===== src/rtl/sprog_pkg.sv =====
package sprog_pkg;

  localparam int CMD_W   = 4;
  localparam int PAY_W   = 16;
  localparam int FRAME_W = CMD_W + PAY_W;
  localparam int RD_W    = 8;
  localparam int ERASE_STEPS = 12;
  localparam int IDX_W   = $clog2(FRAME_W + 1);
  localparam int STEP_W  = $clog2(ERASE_STEPS);

  localparam logic [2:0] OP_ENTER = 3'd0;
  localparam logic [2:0] OP_CORE  = 3'd1;
  localparam logic [2:0] OP_READ  = 3'd2;
  localparam logic [2:0] OP_PROG  = 3'd3;
  localparam logic [2:0] OP_EXIT  = 3'd4;
  localparam logic [2:0] OP_ERASE = 3'd5;

  typedef enum logic [1:0] {DRV_BIT, DRV_ZERO, DRV_OFF} drv_e;
  typedef enum logic [2:0] {T_DIV, T_HHI, T_HLO, T_ERASE, T_ENTRY, T_EXIT} tsel_e;

  typedef struct packed {
    logic               load;
    logic [FRAME_W-1:0] loadWord;
    logic               rise;
    drv_e               riseMode;
    logic               fall;
    logic               advance;
    logic               sample;
    logic               timerLoad;
    tsel_e              tmrSel;
    logic               forceLow;
    logic               vppSet;
    logic               vppClr;
    logic               finish;
  } ctl_t;

  // Canned bulk-erase frames, returned as {payload, command}
  function automatic logic [FRAME_W-1:0] eraseFrame(input logic [STEP_W-1:0] idx);
    logic [3:0]  c;
    logic [15:0] p;
    c = 4'h0;
    case (idx)
      4'd0:  p = 16'h0E3C;
      4'd1:  p = 16'h6EF8;
      4'd2:  p = 16'h0E00;
      4'd3:  p = 16'h6EF7;
      4'd4:  p = 16'h0E05;
      4'd5:  p = 16'h6EF6;
      4'd6:  begin c = 4'hC; p = 16'h0F0F; end
      4'd7:  p = 16'h0E04;
      4'd8:  p = 16'h6EF6;
      4'd9:  begin c = 4'hC; p = 16'h8F8F; end
      default: p = 16'h0000;
    endcase
    return {p, c};
  endfunction

endpackage


===== src/rtl/sprog_dp.sv =====
module sprog_dp
  import sprog_pkg::*;
#(
  parameter int TMR_W       = 16,
  parameter int HALF_DIV    = 4,
  parameter int ENTRY_CYC   = 100,
  parameter int EXIT_CYC    = 100,
  parameter int HOLD_HI_CYC = 1000,
  parameter int HOLD_LO_CYC = 50,
  parameter int ERASE_CYC   = 2000
) (
  input  logic             clk,
  input  logic             rstN,
  input  ctl_t             ctl,
  input  logic             pgdIn,
  output logic [IDX_W-1:0] bitIdx,
  output logic             timerZero,
  output logic             pgc,
  output logic             pgdOut,
  output logic             pgdOe,
  output logic             vppEn,
  output logic             done,
  output logic [RD_W-1:0]  rdData
);

  logic [FRAME_W-1:0] shiftReg;
  logic [TMR_W-1:0]   timer;
  logic [TMR_W-1:0]   tmrValue;

  always_comb begin
    case (ctl.tmrSel)
      T_HHI:   tmrValue = TMR_W'(HOLD_HI_CYC);
      T_HLO:   tmrValue = TMR_W'(HOLD_LO_CYC);
      T_ERASE: tmrValue = TMR_W'(ERASE_CYC + HOLD_LO_CYC);
      T_ENTRY: tmrValue = TMR_W'(ENTRY_CYC);
      T_EXIT:  tmrValue = TMR_W'(EXIT_CYC);
      default: tmrValue = TMR_W'(HALF_DIV);
    endcase
  end

  assign timerZero = (timer == '0);

  always_ff @(posedge clk) begin
    if (!rstN) begin
      shiftReg <= '0;
      bitIdx   <= '0;
      timer    <= '0;
      pgc      <= 1'b0;
      pgdOut   <= 1'b0;
      pgdOe    <= 1'b1;
      vppEn    <= 1'b0;
      done     <= 1'b0;
      rdData   <= '0;
    end else begin
      done <= ctl.finish;
      if (ctl.load) begin
        shiftReg <= ctl.loadWord;
        bitIdx   <= '0;
      end else if (ctl.advance) begin
        shiftReg <= shiftReg >> 1;
        bitIdx   <= bitIdx + IDX_W'(1);
      end
      if (ctl.timerLoad) timer <= tmrValue - TMR_W'(1);
      else if (!timerZero) timer <= timer - TMR_W'(1);
      if (ctl.rise) begin
        pgc <= 1'b1;
        case (ctl.riseMode)
          DRV_BIT:  begin pgdOut <= shiftReg[0]; pgdOe <= 1'b1; end
          DRV_ZERO: begin pgdOut <= 1'b0;        pgdOe <= 1'b1; end
          default:  begin pgdOut <= 1'b0;        pgdOe <= 1'b0; end
        endcase
      end
      if (ctl.fall) pgc <= 1'b0;
      if (ctl.forceLow || ctl.finish) begin
        pgc    <= 1'b0;
        pgdOut <= 1'b0;
        pgdOe  <= 1'b1;
      end
      if (ctl.sample) rdData <= {pgdIn, rdData[RD_W-1:1]};
      if (ctl.vppSet) vppEn <= 1'b1;
      if (ctl.vppClr) vppEn <= 1'b0;
    end
  end

endmodule


===== src/rtl/sprog_ctrl.sv =====
module sprog_ctrl
  import sprog_pkg::*;
(
  input  logic             clk,
  input  logic             rstN,
  input  logic             reqValid,
  input  logic [2:0]       reqOp,
  input  logic [CMD_W-1:0] reqCmd,
  input  logic [PAY_W-1:0] reqPayload,
  input  logic [IDX_W-1:0] bitIdx,
  input  logic             timerZero,
  output logic             reqReady,
  output logic             busy,
  output ctl_t             ctl
);

  typedef enum logic [3:0] {
    S_IDLE, S_START, S_HIGH, S_LOW, S_HOLDHI, S_HOLDLO,
    S_ERWAIT, S_WENT, S_WEXIT, S_NULL
  } state_e;

  state_e            state, nextState;
  logic [2:0]        opQ, opNext;
  logic [STEP_W-1:0] step, stepNext;

  logic riseHold, frameEnd, lastStep, eraseHold, readTail;
  logic doRise, doEnd;
  drv_e riseModeNow;

  assign riseHold  = (opQ == OP_PROG) && (bitIdx == IDX_W'(CMD_W - 1));
  assign frameEnd  = (bitIdx == IDX_W'(FRAME_W));
  assign lastStep  = (step == STEP_W'(ERASE_STEPS - 1));
  assign eraseHold = (opQ == OP_ERASE) && lastStep;
  assign readTail  = (opQ == OP_READ) && (bitIdx >= IDX_W'(CMD_W + RD_W));

  always_comb begin
    if (opQ != OP_READ || bitIdx < IDX_W'(CMD_W)) riseModeNow = DRV_BIT;
    else if (!readTail)                          riseModeNow = DRV_ZERO;
    else                                         riseModeNow = DRV_OFF;
  end

  assign reqReady = (state == S_IDLE);
  assign busy     = (state != S_IDLE);

  always_comb begin
    ctl       = '0;
    nextState = state;
    opNext    = opQ;
    stepNext  = step;
    doRise    = 1'b0;
    doEnd     = 1'b0;
    case (state)
      S_IDLE: if (reqValid) begin
        opNext = reqOp;
        case (reqOp)
          OP_ENTER: begin
            ctl.forceLow  = 1'b1;
            ctl.vppSet    = 1'b1;
            ctl.timerLoad = 1'b1;
            ctl.tmrSel    = T_ENTRY;
            nextState     = S_WENT;
          end
          OP_EXIT: begin
            ctl.forceLow  = 1'b1;
            ctl.timerLoad = 1'b1;
            ctl.tmrSel    = T_EXIT;
            nextState     = S_WEXIT;
          end
          OP_CORE, OP_READ, OP_PROG: begin
            ctl.load     = 1'b1;
            ctl.loadWord = {reqPayload, reqCmd};
            nextState    = S_START;
          end
          OP_ERASE: begin
            stepNext     = '0;
            ctl.load     = 1'b1;
            ctl.loadWord = eraseFrame('0);
            nextState    = S_START;
          end
          default: nextState = S_NULL;
        endcase
      end
      S_START: doRise = 1'b1;
      S_HIGH: if (timerZero) begin
        ctl.fall      = 1'b1;
        ctl.advance   = 1'b1;
        ctl.sample    = readTail;
        ctl.timerLoad = 1'b1;
        if (eraseHold && bitIdx == IDX_W'(CMD_W - 1)) begin
          ctl.forceLow = 1'b1;
          ctl.tmrSel   = T_ERASE;
          nextState    = S_ERWAIT;
        end else begin
          ctl.tmrSel = T_DIV;
          nextState  = S_LOW;
        end
      end
      S_HOLDHI: if (timerZero) begin
        ctl.fall      = 1'b1;
        ctl.advance   = 1'b1;
        ctl.timerLoad = 1'b1;
        ctl.tmrSel    = T_HLO;
        nextState     = S_HOLDLO;
      end
      S_LOW, S_HOLDLO, S_ERWAIT: if (timerZero) doEnd = 1'b1;
      S_WENT: if (timerZero) begin
        ctl.finish = 1'b1;
        nextState  = S_IDLE;
      end
      S_WEXIT: if (timerZero) begin
        ctl.vppClr = 1'b1;
        ctl.finish = 1'b1;
        nextState  = S_IDLE;
      end
      default: begin
        ctl.finish = 1'b1;
        nextState  = S_IDLE;
      end
    endcase

    if (doEnd) begin
      if (!frameEnd) begin
        doRise = 1'b1;
      end else if (opQ == OP_ERASE && !lastStep) begin
        stepNext     = step + STEP_W'(1);
        ctl.load     = 1'b1;
        ctl.loadWord = eraseFrame(step + STEP_W'(1));
        nextState    = S_START;
      end else begin
        ctl.finish = 1'b1;
        nextState  = S_IDLE;
      end
    end

    if (doRise) begin
      ctl.rise      = 1'b1;
      ctl.riseMode  = riseModeNow;
      ctl.timerLoad = 1'b1;
      ctl.tmrSel    = riseHold ? T_HHI : T_DIV;
      nextState     = riseHold ? S_HOLDHI : S_HIGH;
    end
  end

  always_ff @(posedge clk) begin
    if (!rstN) begin
      state <= S_IDLE;
      opQ   <= OP_CORE;
      step  <= '0;
    end else begin
      state <= nextState;
      opQ   <= opNext;
      step  <= stepNext;
    end
  end

endmodule


===== src/rtl/serial_prog_seq.sv =====
module serial_prog_seq
  import sprog_pkg::*;
#(
  parameter int TMR_W       = 16,
  parameter int HALF_DIV    = 4,
  parameter int ENTRY_CYC   = 100,
  parameter int EXIT_CYC    = 100,
  parameter int HOLD_HI_CYC = 1000,
  parameter int HOLD_LO_CYC = 50,
  parameter int ERASE_CYC   = 2000
) (
  input  logic        clk,
  input  logic        rstN,
  input  logic        reqValid,
  output logic        reqReady,
  input  logic [2:0]  reqOp,
  input  logic [3:0]  reqCmd,
  input  logic [15:0] reqPayload,
  output logic        busy,
  output logic        done,
  output logic [7:0]  rdData,
  output logic        pgc,
  output logic        pgdOut,
  output logic        pgdOe,
  input  logic        pgdIn,
  output logic        vppEn
);

  ctl_t             ctl;
  logic [IDX_W-1:0] bitIdx;
  logic             timerZero;

  sprog_ctrl u_ctrl (
    .clk       (clk),
    .rstN      (rstN),
    .reqValid  (reqValid),
    .reqOp     (reqOp),
    .reqCmd    (reqCmd),
    .reqPayload(reqPayload),
    .bitIdx    (bitIdx),
    .timerZero (timerZero),
    .reqReady  (reqReady),
    .busy      (busy),
    .ctl       (ctl)
  );

  sprog_dp #(
    .TMR_W      (TMR_W),
    .HALF_DIV   (HALF_DIV),
    .ENTRY_CYC  (ENTRY_CYC),
    .EXIT_CYC   (EXIT_CYC),
    .HOLD_HI_CYC(HOLD_HI_CYC),
    .HOLD_LO_CYC(HOLD_LO_CYC),
    .ERASE_CYC  (ERASE_CYC)
  ) u_dp (
    .clk      (clk),
    .rstN     (rstN),
    .ctl      (ctl),
    .pgdIn    (pgdIn),
    .bitIdx   (bitIdx),
    .timerZero(timerZero),
    .pgc      (pgc),
    .pgdOut   (pgdOut),
    .pgdOe    (pgdOe),
    .vppEn    (vppEn),
    .done     (done),
    .rdData   (rdData)
  );

endmodule


===== config.mk =====
export PLATFORM = sky130hd
export DESIGN_NAME = serial_prog_seq
export DESIGN_NICKNAME = d
export VERILOG_FILES = /design/src/rtl/sprog_pkg.sv /design/src/rtl/sprog_dp.sv /design/src/rtl/sprog_ctrl.sv /design/src/rtl/serial_prog_seq.sv
export SDC_FILE = /design/constraint.sdc
export NUM_CORES = 1
export LEC_CHECK = 0
export BUFFER_PORTS_ARGS = -buffer_cell sky130_fd_sc_hd__buf_2
export CORE_ASPECT_RATIO = 0.7
export CORE_MARGIN = 8
export CORE_UTILIZATION = 59
export DETAILED_ROUTE_END_ITERATION = 8
export MAX_ROUTING_LAYER = met4
export PLACE_DENSITY = 0.8
export SLEW_MARGIN = 20
export SYNTH_ARGS = -nofsm -noshare
export SYNTH_HDL_FRONTEND = slang
export SYNTH_HIERARCHICAL = 1
export SYNTH_SLANG_ARGS = --single-unit

===== constraint.sdc =====
create_clock -name clk -period 4.3 [get_ports clk]
set_clock_uncertainty 0.15 [all_clocks]
set_input_delay 0.645 -clock clk [delete_from_list [all_inputs] [get_ports clk]]
set_output_delay 0.645 -clock clk [all_outputs]
set_load 0.02 [all_outputs]

==> results_dict.tcl <==
set metrics [dict create \
    status "completed" \
    grt-ovfl-total 0 \
    setup_viol 0 \
    synth_cell_types 72 \
    timing.final.hold_violations 0 \
    maxSlewViolCount 0 \
    cts_hold_buf 0 \
    ys_ff_latch 65 \
    cts_root_buf "clkbuf_8" \
    grt_max_degree 41 \
    ir_drop_mv 0.215 \
    ant_nets 0 \
    synth_top_cell_by_area "dfxtp_1" \
    die_w_um 115 \
    dp_hpwl_um 7320 \
    crit_fanout 8 \
    fin_crit_sh_pct 91.7 \
    avgSynthCellArea_um2 7.81 \
    grt_first_pass_wirelength_um 17200 \
    numCtsBuffers 9 \
    synth_edf_count 0 \
    yosys_warnings 6 \
    post-place-cells 624 \
    power.density_mw_per_mm2 523 \
    fin_tns_setup_ns 0 \
    fp.dieH_um 85.0 \
    start_util_pct 60.2 \
    synth_top_flop_cell "dfxtp_1" \
    final_cells 640 \
    fmaxAchievable_ghz 0.254 \
    synthArstFlopShare_pct 0 \
    worstSetupEndpointType "flop" \
    grt_pass1_vias 3668 \
    insertion_delay_ns 0.35 \
    cap_viol_max_count 0 \
    synthCells 513 \
    rr_endpoint "u_dp/timer[14]" \
    syn-num-nets 547 \
    path_clk_slew_ns 0.08 \
    drtPass1Iterations 5 \
    drt-wirelength-per-cell_um 16.0 \
    fp-row-count 25 \
    gp_congestion 0.959 \
    vias_per_cell 5.99 \
    cts_tree "done" \
    io_pins 42 \
    diodes 0 \
    antenna_found_initial 0 \
    ys_seq_area_share_pct 32.5 \
    htree_num_levels 3 \
    area_growth_pct 10.5 \
    dieArea_mm2 0.00973 \
    drt_iter0_drc 390 \
    tightest_slew_ns 0.960 \
    rsz0062_at_grt "false" \
    crit_end "u_dp/timer[14]" \
    critPathKind "reg -> reg" \
    ff2ff_path_depth 15 \
    critPathLaunch "u_dp/timer[3]" \
    arrival_ns 4.07 \
    core_mm2 0.00666 \
    nNetsFinal 575 \
    drc 0 \
    grt_use_total_pct 22.2 \
    clk_path_buf_depth 2 \
    ys_top_cells_by_area "dfxtp_1 32%, nor2_1 9.1%, mux2i_1 8.0%" \
    cp.required_ns 4.43 \
    yosysTopAreaCellShare_pct 32.5 \
    fin_util_pct 66.5 \
    hold_class "reg -> reg" \
    drive_above_1_share_pct 15.0 \
    syn_area_mm2 0.00401 \
    r2r_setup_slack_ns 0.36 \
    port_buffers 41 \
    routed_wl_um 10300 \
    reg2reg_from "u_dp/timer[3]" \
    p_leak_uw 0.00177 \
    slew_headroom_pct 35.8 \
    cp-start-kind "flop" \
    vias 3833 \
    fin_crit_ns 3.94 \
    clock_sinks 65 \
]
logic make-up after synthesis:
logic type	share of synthesized area, %
AO/OA/AOI/OAI	17.2
XOR/XNOR	4.59
adder cells (fa/ha/maj)	2.18
flip-flops	32.5
AND/OR/NAND/NOR	29.8
buffers and inverters	5.80
multiplexers	7.99
what timing repair did:
action / in CTS / in global routing
gates resized for setup: 0 / 2
setup endpoints to repair: 0 / 1
setup buffers: 0 / 0
registers in the layout, indices dropped and copies added (netlist names):
name	cells
u_dp/shiftReg	20
u_dp/timer	16
u_dp/rdData	8
u_dp/bitIdx	5
u_ctrl/state	4
u_ctrl/step	4
u_ctrl/opQ	3
u_dp/done	1
u_dp/pgc	1
u_dp/pgdOe	1
u_dp/pgdOut	1
u_dp/vppEn	1
power breakdown:
group	total, uW	switching [uW]	internal [uW]
logic	1010	596	414
registers	813	124	689
clock network	494	274	220
layout make-up:
class | instances | area [um2]
Timing Repair Buffer | 50 | 273
Tap cell | 94 | 118
Inverter | 16 | 60.1
Multi-Input combinational cell | 399 | 2490
Sequential cell | 65 | 1300
Clock buffer | 9 | 124
Clock inverter | 7 | 61.3
Fill cell | 563 | 2230
metal layers:
layer	share of wire, %	vias to the layer above	GRT usage [%]
met4	1.2	0	7.46
met1	47	1778	29.1
li1	-	1855	-
met2	44	185	32.6
met5	0	-	-
met3	8.4	15	5.32
cells in the mapped netlist (4+ instances only):
cell,number
nand2b_1,5
nor3_1,9
mux2i_1,32
and3b_1,4
nand3_1,22
a21oi_1,40
o21ai_1,12
o31ai_1,4
buf_2,9
nor2b_1,12
dfxtp_1,65
and2_1,5
nor2_1,97
o21ai_0,12
clkbuf_1,15
a21o_1,6
o22ai_1,5
inv_1,13
xor2_1,10
ha_1,7
nand2_1,29
xnor2_1,11
nand4_1,10
placed cells by master, fill, tap and decap left out, types with 6 or more instances in the layout:
master	count
a21o_1	6
a21oi_1	40
buf_2	41
buf_4	9
clkbuf_8	9
dfxtp_1	65
ha_1	7
inv_1	13
mux2i_1	32
nand2_1	29
nand3_1	22
nand4_1	10
nor2_1	97
nor2b_1	12
nor3_1	9
o21ai_0	12
o21ai_1	12
xnor2_1	11
xor2_1	10
through the flow:
step | hold WS [ns] | setup WS [ns] | area (um2) | power, uW
2_1_floorplan | 0.272 | 0.515 | 4010 | 1580
3_3_place_gp | 0.286 | 0.562 | 4230 | 1790
3_5_place_dp | 0.291 | 0.416 | 4230 | 1790
4_1_cts | 0.303 | 0.356 | 4410 | 2290
5_1_grt | 0.353 | 0.0452 | 4430 | 2480
6_report | 0.304 | 0.358 | 4430 | 2320
worst min path at each step:
stage | cells past startpoint | slack (ns) | to | start
after detailed placement | 2 | 0.29 | u_dp/timer[15] | u_dp/timer[15]
after global routing | 2 | 0.35 | u_dp/timer[15] | u_dp/timer[15]
after global placement | 2 | 0.29 | u_dp/timer[15] | u_dp/timer[15]
final | 2 | 0.30 | u_dp/timer[15] | u_dp/timer[15]
after floorplan | 2 | 0.27 | u_dp/timer[15] | u_dp/timer[15]
after CTS | 2 | 0.30 | u_dp/timer[15] | u_dp/timer[15]
critical path, cell delays in order (launching register included):
cell,delay [ns]
dfxtp_1,0.36
nor3_4,0.33
nand4_1,0.17
or2_1,0.28
inv_1,0.09
nand4b_1,0.15
o2bb2ai_4,0.25
a32oi_1,0.17
inv_2,0.19
or3_1,0.24
mux2i_1,0.22
ha_1,0.23
inv_1,0.09
or4_4,0.51
or2_0,0.24
o22ai_1,0.17
(Power assumes the default switching activity.)
